--- src/rtl/rng_cr_pkg.sv ---
package rng_cr_pkg;
  localparam int ADDR_W = 5;
  localparam int DATA_W = 32;
  localparam int DIV_W  = 4;

  localparam logic [ADDR_W-1:0] OFF_CR = 5'h00;
  localparam logic [ADDR_W-1:0] OFF_SR = 5'h04;
  localparam logic [ADDR_W-1:0] OFF_DR = 5'h08;
  localparam logic [ADDR_W-1:0] OFF_NS = 5'h0C;
  localparam logic [ADDR_W-1:0] OFF_HT = 5'h10;

  localparam int B_EN    = 2;
  localparam int B_CKOFF = 5;
  localparam int B_DIV   = 16;
  localparam int B_CRST  = 30;
  localparam int B_LOCK  = 31;

  localparam int S_RDY  = 0;
  localparam int S_CKNOW = 1;
  localparam int S_SDNOW = 2;
  localparam int S_CKFLG = 5;
  localparam int S_SDFLG = 6;

  localparam logic [DATA_W-1:0] CFG_MASK = 32'h03FF_FF20;

  function automatic logic [DATA_W-1:0] cr_image(logic [DATA_W-1:0] cfg, logic en,
                                                 logic busy, logic lock);
    logic [DATA_W-1:0] v;
    v = cfg & CFG_MASK;
    v[B_EN]   = en;
    v[B_CRST] = busy;
    v[B_LOCK] = lock;
    return v;
  endfunction

  function automatic logic [DATA_W-1:0] sr_image(logic rdy, logic cknow, logic sdnow,
                                                 logic ckflg, logic sdflg);
    logic [DATA_W-1:0] v;
    v = '0;
    v[S_RDY]   = rdy;
    v[S_CKNOW] = cknow;
    v[S_SDNOW] = sdnow;
    v[S_CKFLG] = ckflg;
    v[S_SDFLG] = sdflg;
    return v;
  endfunction
endpackage

--- src/rtl/rng_cond_seq.sv ---
module rng_cond_seq #(
  parameter int CYCLES = 16
) (
  input  logic clk,
  input  logic rst_n,
  input  logic arm_i,
  input  logic release_i,
  output logic busy_o,
  output logic done_o
);
  localparam int CW = (CYCLES > 1) ? $clog2(CYCLES) : 1;
  localparam logic [CW-1:0] LAST = CW'(CYCLES - 1);

  typedef enum logic [1:0] {SQ_IDLE, SQ_ARMED, SQ_RUN} sq_t;
  sq_t st;
  logic [CW-1:0] cnt;

  assign done_o = (st == SQ_RUN) && (cnt == LAST);
  assign busy_o = (st != SQ_IDLE);

  always_ff @(posedge clk or negedge rst_n) begin
    if (!rst_n) begin
      st  <= SQ_IDLE;
      cnt <= '0;
    end else begin
      unique case (st)
        SQ_IDLE:  if (arm_i) st <= SQ_ARMED;
        SQ_ARMED: if (release_i) begin st <= SQ_RUN; cnt <= '0; end
        SQ_RUN: begin
          if (done_o) st <= SQ_IDLE;
          else        cnt <= cnt + 1'b1;
        end
        default: st <= SQ_IDLE;
      endcase
    end
  end


  release_busy_chk: assert property (@(posedge clk) disable iff (!rst_n)
    (st == SQ_ARMED && release_i) |=> busy_o);

  busy_end_chk: assert property (@(posedge clk) disable iff (!rst_n)
    $fell(busy_o) |-> $past(done_o));
endmodule

--- src/rtl/rng_prescale.sv ---
module rng_prescale #(
  parameter int EXP_W = 4
) (
  input  logic             clk,
  input  logic             rst_n,
  input  logic             run_i,
  input  logic [EXP_W-1:0] exp_i,
  output logic             tick_o
);
  localparam int CNT_W = (1 << EXP_W) - 1;

  function automatic logic [CNT_W-1:0] period_mask(logic [EXP_W-1:0] e);
    logic [CNT_W-1:0] m;
    for (int i = 0; i < CNT_W; i++) m[i] = (i < int'(e));
    return m;
  endfunction

  logic [CNT_W-1:0] cnt;
  logic [CNT_W-1:0] mask;

  assign mask   = period_mask(exp_i);
  assign tick_o = run_i && ((cnt & mask) == mask);

  always_ff @(posedge clk or negedge rst_n) begin
    if (!rst_n) cnt <= '0;
    else        cnt <= cnt + 1'b1;
  end


  tick_spacing_chk: assert property (@(posedge clk) disable iff (!rst_n)
    (tick_o && exp_i != '0 && $stable(exp_i)) |=> !tick_o);
endmodule

--- src/rtl/rng_status.sv ---
module rng_status (
  input  logic clk,
  input  logic rst_n,
  input  logic seed_fault_i,
  input  logic autofix_i,
  input  logic clk_fault_i,
  input  logic ck_off_i,
  input  logic cap_i,
  input  logic rd_dr_i,
  input  logic done_i,
  input  logic sr_wr_i,
  input  logic wd_sdflg_i,
  input  logic wd_ckflg_i,
  output logic rdy_o,
  output logic sdnow_o,
  output logic sdflg_o,
  output logic cknow_o,
  output logic ckflg_o
);
  logic ck_hit;
  logic sd_wclr;
  logic ck_wclr;

  assign ck_hit  = clk_fault_i & ~ck_off_i;
  assign sd_wclr = sr_wr_i & ~wd_sdflg_i;
  assign ck_wclr = sr_wr_i & ~wd_ckflg_i;

  always_ff @(posedge clk or negedge rst_n) begin
    if (!rst_n) begin
      rdy_o   <= 1'b0;
      sdnow_o <= 1'b0;
      sdflg_o <= 1'b0;
      cknow_o <= 1'b0;
      ckflg_o <= 1'b0;
    end else begin
      sdnow_o <= seed_fault_i | (sdnow_o & ~done_i);
      sdflg_o <= seed_fault_i | autofix_i | (sdflg_o & ~done_i & ~sd_wclr);
      cknow_o <= ck_hit;
      ckflg_o <= ck_hit | (ckflg_o & ~ck_wclr);
      rdy_o   <= (rdy_o | cap_i) & ~(rd_dr_i & rdy_o) & ~done_i & ~seed_fault_i;
    end
  end


  seed_sets_chk: assert property (@(posedge clk) disable iff (!rst_n)
    seed_fault_i |=> (sdnow_o && sdflg_o && !rdy_o));

  autofix_soft_chk: assert property (@(posedge clk) disable iff (!rst_n)
    (autofix_i && !seed_fault_i && !sdnow_o) |=> (sdflg_o && !sdnow_o));

  rdy_source_chk: assert property (@(posedge clk) disable iff (!rst_n)
    $rose(rdy_o) |-> $past(cap_i));

  ck_sticky_chk: assert property (@(posedge clk) disable iff (!rst_n)
    (ckflg_o && !ck_wclr) |=> ckflg_o);
endmodule

--- src/rtl/rng_ctrl_regs.sv ---
module rng_ctrl_regs
  import rng_cr_pkg::*;
#(
  parameter int          COND_CYCLES = 16,
  parameter int          NS_W        = 18,
  parameter logic [31:0] CFG_RESET   = 32'h0030_0400,
  parameter logic [31:0] HT_RESET    = 32'h0
) (
  input  logic              clk,
  input  logic              rst_n,
  input  logic              bus_sel,
  input  logic              bus_wr,
  input  logic [ADDR_W-1:0] bus_addr,
  input  logic [DATA_W-1:0] bus_wdata,
  output logic [DATA_W-1:0] bus_rdata,
  input  logic              ent_valid,
  input  logic [DATA_W-1:0] ent_word,
  input  logic              seed_fault,
  input  logic              seed_autofix,
  input  logic              clk_fault,
  output logic              ent_tick,
  output logic              cond_busy,
  output logic              data_ready,
  output logic              seed_err
);
  logic              en_q, lock_q;
  logic [DATA_W-1:0] cfg_q, ht_q, word_q;
  logic [NS_W-1:0]   ns_q;

  logic wr_any, rd_any;
  logic cr_wr, sr_wr, ns_wr, ht_wr, rd_dr;
  logic cap, seq_done;
  logic sdnow, sdflg, cknow, ckflg;

  assign wr_any = bus_sel & bus_wr;
  assign rd_any = bus_sel & ~bus_wr;
  assign cr_wr  = wr_any && (bus_addr == OFF_CR);
  assign sr_wr  = wr_any && (bus_addr == OFF_SR);
  assign ns_wr  = wr_any && (bus_addr == OFF_NS);
  assign ht_wr  = wr_any && (bus_addr == OFF_HT);
  assign rd_dr  = rd_any && (bus_addr == OFF_DR);

  assign cap = ent_valid & en_q & ~sdnow & ~cond_busy & ~data_ready;

  rng_cond_seq #(.CYCLES(COND_CYCLES)) u_seq (
    .clk(clk), .rst_n(rst_n),
    .arm_i(cr_wr & bus_wdata[B_CRST]),
    .release_i(cr_wr & ~bus_wdata[B_CRST]),
    .busy_o(cond_busy), .done_o(seq_done)
  );

  rng_prescale #(.EXP_W(DIV_W)) u_pre (
    .clk(clk), .rst_n(rst_n), .run_i(en_q),
    .exp_i(cfg_q[B_DIV +: DIV_W]), .tick_o(ent_tick)
  );

  rng_status u_sts (
    .clk(clk), .rst_n(rst_n),
    .seed_fault_i(seed_fault), .autofix_i(seed_autofix),
    .clk_fault_i(clk_fault), .ck_off_i(cfg_q[B_CKOFF]),
    .cap_i(cap), .rd_dr_i(rd_dr), .done_i(seq_done),
    .sr_wr_i(sr_wr), .wd_sdflg_i(bus_wdata[S_SDFLG]), .wd_ckflg_i(bus_wdata[S_CKFLG]),
    .rdy_o(data_ready), .sdnow_o(sdnow), .sdflg_o(sdflg),
    .cknow_o(cknow), .ckflg_o(ckflg)
  );

  assign seed_err = sdnow;

  always_ff @(posedge clk or negedge rst_n) begin
    if (!rst_n) begin
      en_q   <= 1'b0;
      lock_q <= 1'b0;
      cfg_q  <= CFG_RESET & CFG_MASK;
      ns_q   <= '0;
      ht_q   <= HT_RESET;
      word_q <= '0;
    end else begin
      if (cr_wr) begin
        en_q <= bus_wdata[B_EN];
        if (bus_wdata[B_CRST] && !lock_q) cfg_q <= bus_wdata & CFG_MASK;
        if (bus_wdata[B_LOCK]) lock_q <= 1'b1;
      end
      if (ns_wr && !lock_q) ns_q <= bus_wdata[NS_W-1:0];
      if (ht_wr && !lock_q) ht_q <= bus_wdata;
      if (cap) word_q <= ent_word;
    end
  end

  always_comb begin
    bus_rdata = '0;
    if (rd_any) begin
      unique case (bus_addr)
        OFF_CR:  bus_rdata = cr_image(cfg_q, en_q, cond_busy, lock_q);
        OFF_SR:  bus_rdata = sr_image(data_ready, cknow, sdnow, ckflg, sdflg);
        OFF_DR:  bus_rdata = (data_ready && !sdnow) ? word_q : '0;
        OFF_NS:  bus_rdata = DATA_W'(ns_q);
        OFF_HT:  bus_rdata = ht_q;
        default: bus_rdata = '0;
      endcase
    end
  end


  lock_sticky_chk: assert property (@(posedge clk) disable iff (!rst_n)
    lock_q |=> lock_q);

  lock_ns_chk: assert property (@(posedge clk) disable iff (!rst_n)
    (lock_q && ns_wr) |=> $stable(ns_q));

  cfg_hold_chk: assert property (@(posedge clk) disable iff (!rst_n)
    (!(cr_wr && bus_wdata[B_CRST])) |=> $stable(cfg_q));

  dr_zero_chk: assert property (@(posedge clk) disable iff (!rst_n)
    (rd_dr && sdnow) |-> (bus_rdata == '0));
endmodule

--- config.mk ---
export PLATFORM = sky130hd
export DESIGN_NAME = rng_ctrl_regs
export DESIGN_NICKNAME = d
export VERILOG_FILES = /design/src/rtl/rng_cr_pkg.sv /design/src/rtl/rng_cond_seq.sv /design/src/rtl/rng_prescale.sv /design/src/rtl/rng_status.sv /design/src/rtl/rng_ctrl_regs.sv
export SDC_FILE = /design/constraint.sdc
export NUM_CORES = 1
export LEC_CHECK = 0
export CAP_MARGIN = 10
export CORE_UTILIZATION = 57
export CTS_CLUSTER_DIAMETER = 150
export DETAILED_ROUTE_END_ITERATION = 8
export DONT_BUFFER_PORTS = 1
export PLACE_DENSITY = 0.75
export SLEW_MARGIN = 20
export SYNTH_ARGS = -nofsm -noshare
export SYNTH_HDL_FRONTEND = slang
export SYNTH_SLANG_ARGS = --single-unit
export TNS_END_PERCENT = 50
--- constraint.sdc ---
create_clock -name clk -period 1.9 [get_ports clk]
set_input_delay 0.38 -clock clk [delete_from_list [all_inputs] [get_ports clk]]
set_output_delay 0.38 -clock clk [all_outputs]
set_load 0.1 [all_outputs]
==> impl_metrics.py, run 1 <==
metrics = {
    "power_and_ir_drop": {
        "clockPowerShare_pct": 41.7,
        "p_leak_uw": 0.00371,
        "power_density_mw_per_mm2": 834,
        "p_seq_share_pct": 44.0,
        "p_int_uw": 5320,
        "vdd_drop_max_v": 0.000974,
        "power_frac_comb_pct": 14.3,
        "p_switching_uw": 1820,
        "swShare_pct": 25.5,
    },
    "die": {
        "initial_core_util_pct": 58.9,
        "core_area_mm2": 0.00982,
        "fp.dieW_um": 103,
        "die_h_um": 103,
        "io_pins": 113,
        "fp.dieArea_mm2": 0.0106,
        "num_rows": 36,
    },
    "cts": {
        "clk_latency_ns": 0.53,
        "cts_sinks": 129,
        "cts_root_buf": "clkbuf_8",
        "cts.reportedPaths.clkPinSlew_ns": 0.06,
        "clk_path_buf_depth": 2,
        "tritoncts": "done",
        "htreeDepth": 4,
        "cts_setup_buffers": 0,
        "numCtsBuffers": 17,
    },
    "finish": {
        "drive_above_1_share_pct": 45.2,
        "syn_to_final_growth_pct": 48.0,
        "final_core_utilization_pct": 87.2,
        "regArea_mm2": 0.00324,
        "layout_common_cells": "124 x dfrtp_1, 101 x mux2_2, 63 x dlygate4sd3_1, 42 x buf_12, 36 x buf_4",
        "multi_input_area_mm2": 0.00281,
        "n_antenna_cell": 0,
        "final_common_cell": "dfrtp_1",
        "nFillCells": 445,
        "nNetsFinal": 678,
    },
    "flow_run": {
        "cap_viol_max_count": 0,
    },
    "global_route": {
        "grt_pass1_vias": 4822,
        "grt_max_degree": 130,
        "antenna_found_initial": 0,
        "track_usage_pct": 32.6,
        "grt.overflow.total": 0,
        "grt_pass1_wl_mm": 25.0,
    },
    "timing": {
        "post-route-period-util_pct": 136,
        "fmax_mhz": 388,
        "finalWorstSetupSlack_ns": -0.678,
        "whs_ns": -0.454,
        "min_period_ns": 2.58,
        "hold_viol": 130,
        "relSlewSlack_pct": 51.7,
        "rsz0062_at_grt": "true",
        "maxSlewViolCount": 0,
        "final.setup_skew_ns": 0.00793,
        "setup_viol": 34,
        "worstMarginPinSlew_ns": 0.725,
    },
    "synth": {
        "synth.avg_cell_area_um2": 12.7,
        "synthFlopType": "dfrtp_1",
        "netlist_area_mm2": 0.00579,
        "synth.distinct_cells": 47,
        "netlist_instances": 456,
        "async_flop_share_pct": 100,
        "ys_seq_area_share_pct": 55.9,
        "ys_warn_count": 0,
        "ys_ff_latch": 129,
        "synth_fp_nets": 539,
        "synth_edf_count": 0,
    },
    "placement": {
        "gp_congestion": 0.886,
        "hpwl_mm": 9.54,
        "io_buffer_count": 0,
        "place_ws_ns": -0.274,
    },
    "setup_path": {
        "worst-endpoint-arrival_ns": 2.20,
        "crit_fanout": 16,
        "required_ns": 1.52,
        "crit_type": "reg2out",
        "critPathLaunchType": "flip-flop",
        "crit_path_end_kind": "primary output",
    },
    "detailed_routing": {
        "drt-initial-drc-count": 394,
        "avgRoutedWirePerCell_um": 23.9,
        "wl_mm": 17.6,
        "post-route-drc-count": 0,
        "ant_nets": 0,
        "first_pass_iters": 7,
        "vias": 4605,
        "viasPerCell": 6.23,
    },
    "run_status": {
        "status": "finished, violations left",
        "violations": "hold timing, setup timing",
    },
    "min_path": {
        "hold_class": "in2async",
    },
}
worst max-delay path, stage by stage, from the launching register on:
cell       delay [ns]
dfrtp_2          0.44
nor4b_4          0.43
clkbuf_16        0.30
nand2_1          0.13
a21oi_4          0.17
buf_12           0.19
registers in the layout, indices dropped and copies added (netlist names), 2 cells and up:
signal	flops
word_q	32
u_seq.st	2
u_seq.cnt	4
cfg_q	19
u_pre.cnt	15
ht_q	32
ns_q	18
routing by layer:
| metal | GRT usage [%] | part of all wire, % | up-vias |
|---|---|---|---|
| li1 | - | - | 1972 |
| met4 | 15.6 | 2.4 | 0 |
| met2 | 57.9 | 54 | 218 |
| met3 | 7.80 | 7.3 | 39 |
| met5 | 0 | 0 | - |
| met1 | 37.1 | 36 | 2376 |
stage by stage:
step	area (µm²)	instances	power, µW	TNS, ns
final	8560	739	7140	-20.35
after global routing	8560	739	7390	-22.03
after CTS	8370	725	7040	-16.95
after detailed placement	7310	645	3950	-8.77
after global placement	7310	645	3890	-7.87
after floorplan	6180	456	3700	-12.07
power groups by stage:
| stage | clock, µW | sequential, µW | combinational, µW |
|---|---|---|---|
| after floorplan | 0 | 3110 | 584 |
| after global placement | 0 | 3140 | 753 |
| after detailed placement | 0 | 3160 | 788 |
| after CTS | 2960 | 3120 | 957 |
| after global routing | 3130 | 3160 | 1100 |
| final | 2980 | 3140 | 1020 |
area by class of cell:
class	instances	share of cell area [%]
Timing Repair Buffer	143	20.8
Clock inverter	6	0.672
Multi-Input combinational cell	295	32.9
Clock buffer	24	5.50
Sequential cell	129	37.8
Tap cell	133	1.94
Inverter	9	0.438
timing repair:
item	in CTS	in global routing
cloned	0	1
hold endpoints to repair	201	142
gates resized for setup	8	7
pin swaps	7	6
hold buffers	50	13
setup endpoints to repair	34	34
cells in the mapped netlist, drive strengths merged (2+ instances only):
library cell | number | area (µm²)
and2 | 2 | 13.8
o41ai | 2 | 25.0
and3 | 6 | 37.5
nor2 | 29 | 111
o21ai | 8 | 40.0
dfstp | 3 | 78.8
nand4 | 5 | 31.3
ha | 6 | 75.1
nor4b | 2 | 32.5
dfrtp | 126 | 3150
buf | 10 | 57.6
mux2 | 103 | 1160
a22oi | 6 | 45.0
xnor2 | 10 | 87.6
nand2 | 32 | 123
a21oi | 22 | 110
nand2b | 4 | 25.0
inv | 9 | 33.8
clkbuf | 13 | 48.8
xor2 | 3 | 26.3
a222oi | 28 | 280
nand3 | 8 | 40.0
a21o | 3 | 22.5
cell families after synthesis:
logic type	share of synthesized area, %
AOI/OAI and AO/OA	10.1
xor gates and xnor gates	1.97
adders and majority gates	1.30
buffers and inverters	2.42
DFF	55.9
muxes	20.0
and+or+nand+nor	8.26
final timing paths:
kind	from	endpoint	slack [ns]	cells past startpoint
worst min-delay path	rst_n	u_pre.cnt[12]$_DFF_PN0_	-0.45	0
worst max register to register	u_seq.st[1]$_DFFE_PN0P_	u_seq.st[0]$_DFFE_PN0P_	0.24	7
worst max-delay path	u_sts.sdnow_o$_DFF_PN0_	bus_rdata[9]	-0.68	5
max in group asynchronous	rst_n	cfg_q[20]$_DFFE_PN1P_	2.10	0
min in group clk	bus_wdata[22]	cfg_q[22]$_DFFE_PN0P_	0	1
worst min register to register	cfg_q[5]$_DFFE_PN0P_	u_sts.cknow_o$_DFF_PN0_	0.46	1
(Power assumes the default switching activity.)
==> inputs of run 2 (changes only) <==
--- a/config.mk
+++ b/config.mk
@@ -10,7 +10,7 @@
 export CTS_CLUSTER_DIAMETER = 150
 export DETAILED_ROUTE_END_ITERATION = 8
 export DONT_BUFFER_PORTS = 1
-export PLACE_DENSITY = 0.75
+export PLACE_DENSITY = 0.86
 export SLEW_MARGIN = 20
 export SYNTH_ARGS = -nofsm -noshare
 export SYNTH_HDL_FRONTEND = slang
==> run 2 against run 1 <==
Register-to-register slack got worse by 0.08 ns. Power rose by 0.86%. Non-clock buffer count fell by 44. Sequential share of layout area rose by 1.5 points. Clock-buffer cell count fell by 3. The run still ends with hold timing, setup timing left. Critical path type unchanged. Sequential power barely moved.
==> impl_metrics.py, run 2 (synthesis gave the netlist of run 1 again) <==
metrics = {
    "cts": {
        "htreeDepth": 4,
        "tritoncts": "done",
        "clk_latency_ns": 0.52,
        "cts_sinks": 129,
        "cts.reportedPaths.clkPinSlew_ns": 0.06,
        "cts_root_buf": "clkbuf_8",
        "clk_path_buf_depth": 2,
        "numCtsBuffers": 17,
    },
    "global_route": {
        "grt_pass1_wl_mm": 24.9,
        "track_usage_pct": 32.7,
        "grt_max_degree": 130,
        "grt_pass1_vias": 4729,
        "antenna_found_initial": 0,
        "grt.overflow.total": 0,
    },
    "power_and_ir_drop": {
        "p_leak_uw": 0.00367,
        "vdd_drop_max_v": 0.00100,
        "total_power_uw": 7200,
        "power_density_mw_per_mm2": 876,
    },
    "die": {
        "fp.dieW_um": 103,
        "fp.dieArea_mm2": 0.0106,
        "core_area_mm2": 0.00982,
        "initial_core_util_pct": 58.9,
        "num_rows": 36,
        "die_h_um": 103,
        "io_pins": 113,
    },
    "finish": {
        "nNetsFinal": 634,
        "syn_to_final_growth_pct": 42.2,
        "drive_above_1_share_pct": 50.8,
        "nFillCells": 462,
        "n_antenna_cell": 0,
        "layout_common_cells": "124 x dfrtp_1, 101 x mux2_2, 44 x buf_12, 33 x buf_4, 28 x a222oi_1",
        "final_common_cell": "dfrtp_1",
        "instances_no_fill": 696,
        "reg_top3": "ht_q (32), word_q (32), cfg_q (19)",
    },
    "detailed_routing": {
        "viasPerCell": 6.38,
        "avgRoutedWirePerCell_um": 25.0,
        "wl_mm": 17.4,
        "vias": 4443,
        "first_pass_iters": 5,
        "post-route-drc-count": 0,
        "ant_nets": 0,
        "drt-initial-drc-count": 339,
    },
    "timing": {
        "rsz0062_at_grt": "true",
        "maxSlewViolCount": 0,
        "hold_viol": 129,
        "relSlewSlack_pct": 47.1,
        "final.setup_skew_ns": 0.00895,
        "whs_ns": -0.442,
        "post-route-period-util_pct": 134,
        "min_period_ns": 2.55,
        "fmax_mhz": 392,
        "finalWorstSetupSlack_ns": -0.650,
        "setup_viol": 34,
        "worstMarginPinSlew_ns": 0.793,
        "tns_ns": -18.40,
    },
    "min_path": {
        "hold_class": "in2async",
    },
    "setup_path": {
        "r2r_cells": 7,
        "critPathLaunchType": "flip-flop",
        "required_ns": 1.52,
        "crit_type": "reg2out",
        "r2r_end": "u_seq.st[1]$_DFFE_PN0P_",
        "worst-endpoint-arrival_ns": 2.17,
        "crit_fanout": 15,
        "rrSetupSlack_ns": 0.16,
        "startpoint": "u_sts.rdy_o$_DFF_PN0_",
        "r2r-start": "u_seq.st[0]$_DFFE_PN0P_",
        "crit_path_end_kind": "primary output",
    },
    "run_status": {
        "status": "finished, violations left",
        "violations": "hold timing, setup timing",
    },
    "placement": {
        "hpwl_mm": 10.0,
        "io_buffer_count": 0,
        "gp_congestion": 0.809,
        "dpl.cell_count": 637,
    },
    "flow_run": {
        "cap_viol_max_count": 0,
    },
}
-- run 2: cell types whose count changed in the layout (fill, tap and decap cells not counted), sizes merged --
cell / previous run / this run
clkinv: 4 / 5
dlygate4sd3: 63 / 16
bufinv: 1 / 2
clkbuf: 25 / 22
buf: 79 / 82
clkinvlp: 2 / 4
-- run 2: routing by layer --
layer | global-route usage (%) | part of all wire (%)
met1 | 36.9 | 35
met2 | 57.3 | 54
met3 | 9.42 | 8.4
met4 | 15.1 | 2.3
met5 | 0 | 0
-- run 2: report_power, final --
part | switching [µW] | leakage (µW) | internal [µW] | total [µW]
clock | 1180 | 0.000270 | 1920 | 3100
sequential | 177 | 0.00170 | 2970 | 3150
combinational | 478 | 0.00170 | 474 | 952
total | 1840 | 0.00367 | 5370 | 7200
-- run 2: critical path: stages, from the launching register on --
cell	delay [ns]
dfrtp_4	0.48
nor4b_4	0.14
buf_6	0.17
a222oi_1	0.57
nor2_4	0.09
buf_12	0.19
-- run 2: cell type report --
class | count | area [µm²] | share of cell area, %
repair buffers | 99 | 1370 | 16.7
clock buffers | 21 | 449 | 5.46
multi-input cells | 295 | 2850 | 34.7
clock inverters | 10 | 111 | 1.35
flip-flops and latches | 129 | 3240 | 39.4
inverters | 9 | 37.5 | 0.456
well taps | 133 | 166 | 2.02
-- run 2: how the worst max path moves through the flow --
| stage | endpoint | slack (ns) | cells after the start |
|---|---|---|---|
| finish | bus_rdata[23] | -0.65 | 5 |
| global route | bus_rdata[4] | -0.72 | 6 |
| CTS | bus_rdata[5] | -0.66 | 5 |
| detailed placement | bus_rdata[1] | -0.34 | 7 |
| global placement | bus_rdata[1] | -0.31 | 7 |
| floorplan | bus_rdata[2] | -0.38 | 6 |
-- run 2: what timing repair did --
action                                  in CTS  in global routing
endpoints found under the setup margin      34                 34
hold buffers                                 4                 12
pin swaps                                   13                 25
cloned                                       1                  1
setup buffers                                4                  7
resized for setup                           17                 18
endpoints found under the hold margin      133                141
-- run 2: per-stage QoR --
step | setup WS, ns | utilization (%) | area [µm²]
after floorplan | -0.385 | - | 6180
after global placement | -0.313 | 74.0 | 7260
after detailed placement | -0.342 | 74.0 | 7260
after CTS | -0.662 | 81.5 | 8000
after global routing | -0.716 | 83.8 | 8230
final | -0.650 | 83.8 | 8230
==> inputs of run 3 (changes only) <==
--- a/config.mk
+++ b/config.mk
@@ -6,11 +6,13 @@
 export NUM_CORES = 1
 export LEC_CHECK = 0
 export CAP_MARGIN = 10
-export CORE_UTILIZATION = 57
+export CELL_PAD_IN_SITES_DETAIL_PLACEMENT = 1
+export CELL_PAD_IN_SITES_GLOBAL_PLACEMENT = 1
+export CORE_UTILIZATION = 46
 export CTS_CLUSTER_DIAMETER = 150
 export DETAILED_ROUTE_END_ITERATION = 8
 export DONT_BUFFER_PORTS = 1
-export PLACE_DENSITY = 0.86
+export PLACE_DENSITY = 0.87
 export SLEW_MARGIN = 20
 export SYNTH_ARGS = -nofsm -noshare
 export SYNTH_HDL_FRONTEND = slang
==> run 3 against run 2 <==
Hold slack better by 0.094 ns. Sequential share of layout area increased by 0.41 points. Non-clock buffer count shrank 10. Utilization is 17 points lower. Clock power is 6.8% higher. Power rose by 4.3%. Global-route usage rose by 2.0 points. Highest routed layer unchanged. Design area decreased by 0.96%. The flow still finishes with violations (hold timing, setup timing). Maximum frequency rose by 4.8%. Wire length up 22%. Clock-buffer cell count up 5.
==> impl_metrics.py, run 3 (synthesis gave the netlist of run 1 again) <==
metrics = {
    "run_status": {
        "status": "finished, violations left",
        "violations": "hold timing, setup timing",
    },
    "cts": {
        "clk_path_buf_depth": 2,
        "clk_latency_ns": 0.42,
        "htreeDepth": 4,
        "tritoncts": "done",
        "numCtsBuffers": 17,
        "cts_sinks": 129,
        "cts.reportedPaths.clkPinSlew_ns": 0.06,
        "cts_root_buf": "clkbuf_16",
    },
    "timing": {
        "maxSlewViolCount": 0,
        "post-route-period-util_pct": 128,
        "final.setup_skew_ns": 0.00968,
        "fmax_mhz": 411,
        "relSlewSlack_pct": 60.2,
        "setup_viol": 34,
        "whs_ns": -0.349,
        "rsz0062_at_grt": "true",
        "finalWorstSetupSlack_ns": -0.534,
        "min_period_ns": 2.43,
        "worstMarginPinSlew_ns": 0.597,
        "hold_viol": 129,
    },
    "detailed_routing": {
        "wl_mm": 21.2,
        "ant_nets": 0,
        "first_pass_iters": 7,
        "avgRoutedWirePerCell_um": 29.4,
        "viasPerCell": 6.33,
        "vias": 4567,
        "post-route-drc-count": 0,
        "drt-initial-drc-count": 475,
    },
    "setup_path": {
        "r2r-start": "u_seq.st[1]$_DFFE_PN0P_",
        "worst-endpoint-arrival_ns": 2.05,
        "crit_type": "reg2out",
        "r2r_cells": 5,
        "required_ns": 1.52,
        "crit_path_end_kind": "primary output",
        "critPathLaunchType": "flip-flop",
        "crit_end": "bus_rdata[0]",
        "r2r_end": "u_seq.st[0]$_DFFE_PN0P_",
        "crit_fanout": 4,
        "rrSetupSlack_ns": 0.08,
        "startpoint": "u_sts.rdy_o$_DFF_PN0_",
    },
    "placement": {
        "hpwl_mm": 12.0,
        "dpl.cell_count": 681,
        "place_ws_ns": -0.339,
        "io_buffer_count": 0,
        "gp_congestion": 0.782,
    },
    "finish": {
        "n_antenna_cell": 0,
        "reg_top3": "ht_q (32), word_q (32), cfg_q (19)",
        "nFillCells": 1121,
        "layout_common_cells": "122 x dfrtp_1, 101 x mux2_2, 42 x buf_12, 41 x buf_4, 28 x a222oi_1",
        "final_core_utilization_pct": 67.3,
        "regArea_mm2": 0.00324,
        "nNetsFinal": 624,
        "final_common_cell": "dfrtp_1",
        "drive_above_1_share_pct": 53.5,
        "syn_to_final_growth_pct": 40.8,
        "instances_no_fill": 721,
        "multi_input_area_mm2": 0.00286,
    },
    "die": {
        "initial_core_util_pct": 47.8,
        "core_area_mm2": 0.0121,
        "die_h_um": 114,
        "num_rows": 40,
        "io_pins": 113,
        "fp.dieArea_mm2": 0.0130,
        "fp.dieW_um": 114,
    },
    "flow_run": {
        "cap_viol_max_count": 0,
    },
    "power_and_ir_drop": {
        "power_density_mw_per_mm2": 922,
        "p_leak_uw": 0.00355,
        "vdd_drop_max_v": 0.000683,
    },
    "global_route": {
        "grt_pass1_wl_mm": 32.4,
        "grt_pass1_vias": 5243,
        "track_usage_pct": 34.7,
        "grt_max_degree": 130,
        "antenna_found_initial": 0,
        "grt.overflow.total": 0,
    },
    "min_path": {
        "hold_class": "in2async",
    },
}
run 3: layout make-up:
| type | instances | share of cell area, % |
|---|---|---|
| repair buffers | 89 | 14.9 |
| flip-flops and latches | 129 | 39.8 |
| multi-input cells | 295 | 35.1 |
| inverters | 9 | 0.461 |
| well taps | 168 | 2.58 |
| clock buffers | 26 | 6.25 |
| clock inverters | 5 | 0.922 |
run 3: critical path, stage by stage, from the launching register on:
cell      delay (ns)
dfrtp_4         0.47
buf_4           0.15
buf_12          0.16
a222oi_1        0.40
buf_4           0.22
a21oi_4         0.06
buf_12          0.17
run 3: stage by stage:
stage               cell area [µm²]  total power (µW)  setup TNS, ns
floorplan                      6180              3700         -12.07
global placement               7370              3860          -7.70
detailed placement             7370              3980         -13.01
CTS                            8100              7400         -15.63
global route                   8150              7690         -17.59
finish                         8150              7510         -15.66
run 3: worst min path at each step:
stage	from	endpoint	slack [ns]	cells after the start
6_report	rst_n	cfg_q[11]$_DFFE_PN0P_	-0.35	0
5_1_grt	rst_n	cfg_q[11]$_DFFE_PN0P_	-0.37	0
4_1_cts	rst_n	word_q[12]$_DFFE_PN0P_	-0.37	0
3_5_place_dp	rst_n	ns_q[12]$_DFFE_PN0P_	0.09	0
3_3_place_gp	rst_n	ht_q[12]$_DFFE_PN0P_	0.09	0
2_1_floorplan	rst_n	cfg_q[11]$_DFFE_PN0P_	0.08	0
run 3: per-layer routing:
metal  global-route usage (%)  routed length, µm
met1                     37.8               7630
met2                     61.2              11200
met3                     9.05               1240
met4                     19.8               1110
met5                        0                  0
run 3: report_power, final:
| part | leakage (µW) | internal [µW] | switching (µW) |
|---|---|---|---|
| logic | 0.00156 | 431 | 599 |
| clock network | 0.000290 | 2090 | 1220 |
| registers | 0.00170 | 2980 | 191 |
| total | 0.00355 | 5500 | 2010 |
run 3: what timing repair did:
action                                  CTS  global route
endpoints found under the setup margin   36            36
endpoints found under the hold margin   129           129
buffers inserted                          5             3
pin swaps                                23            14
resized for setup                        28             8
cloned                                    1             0
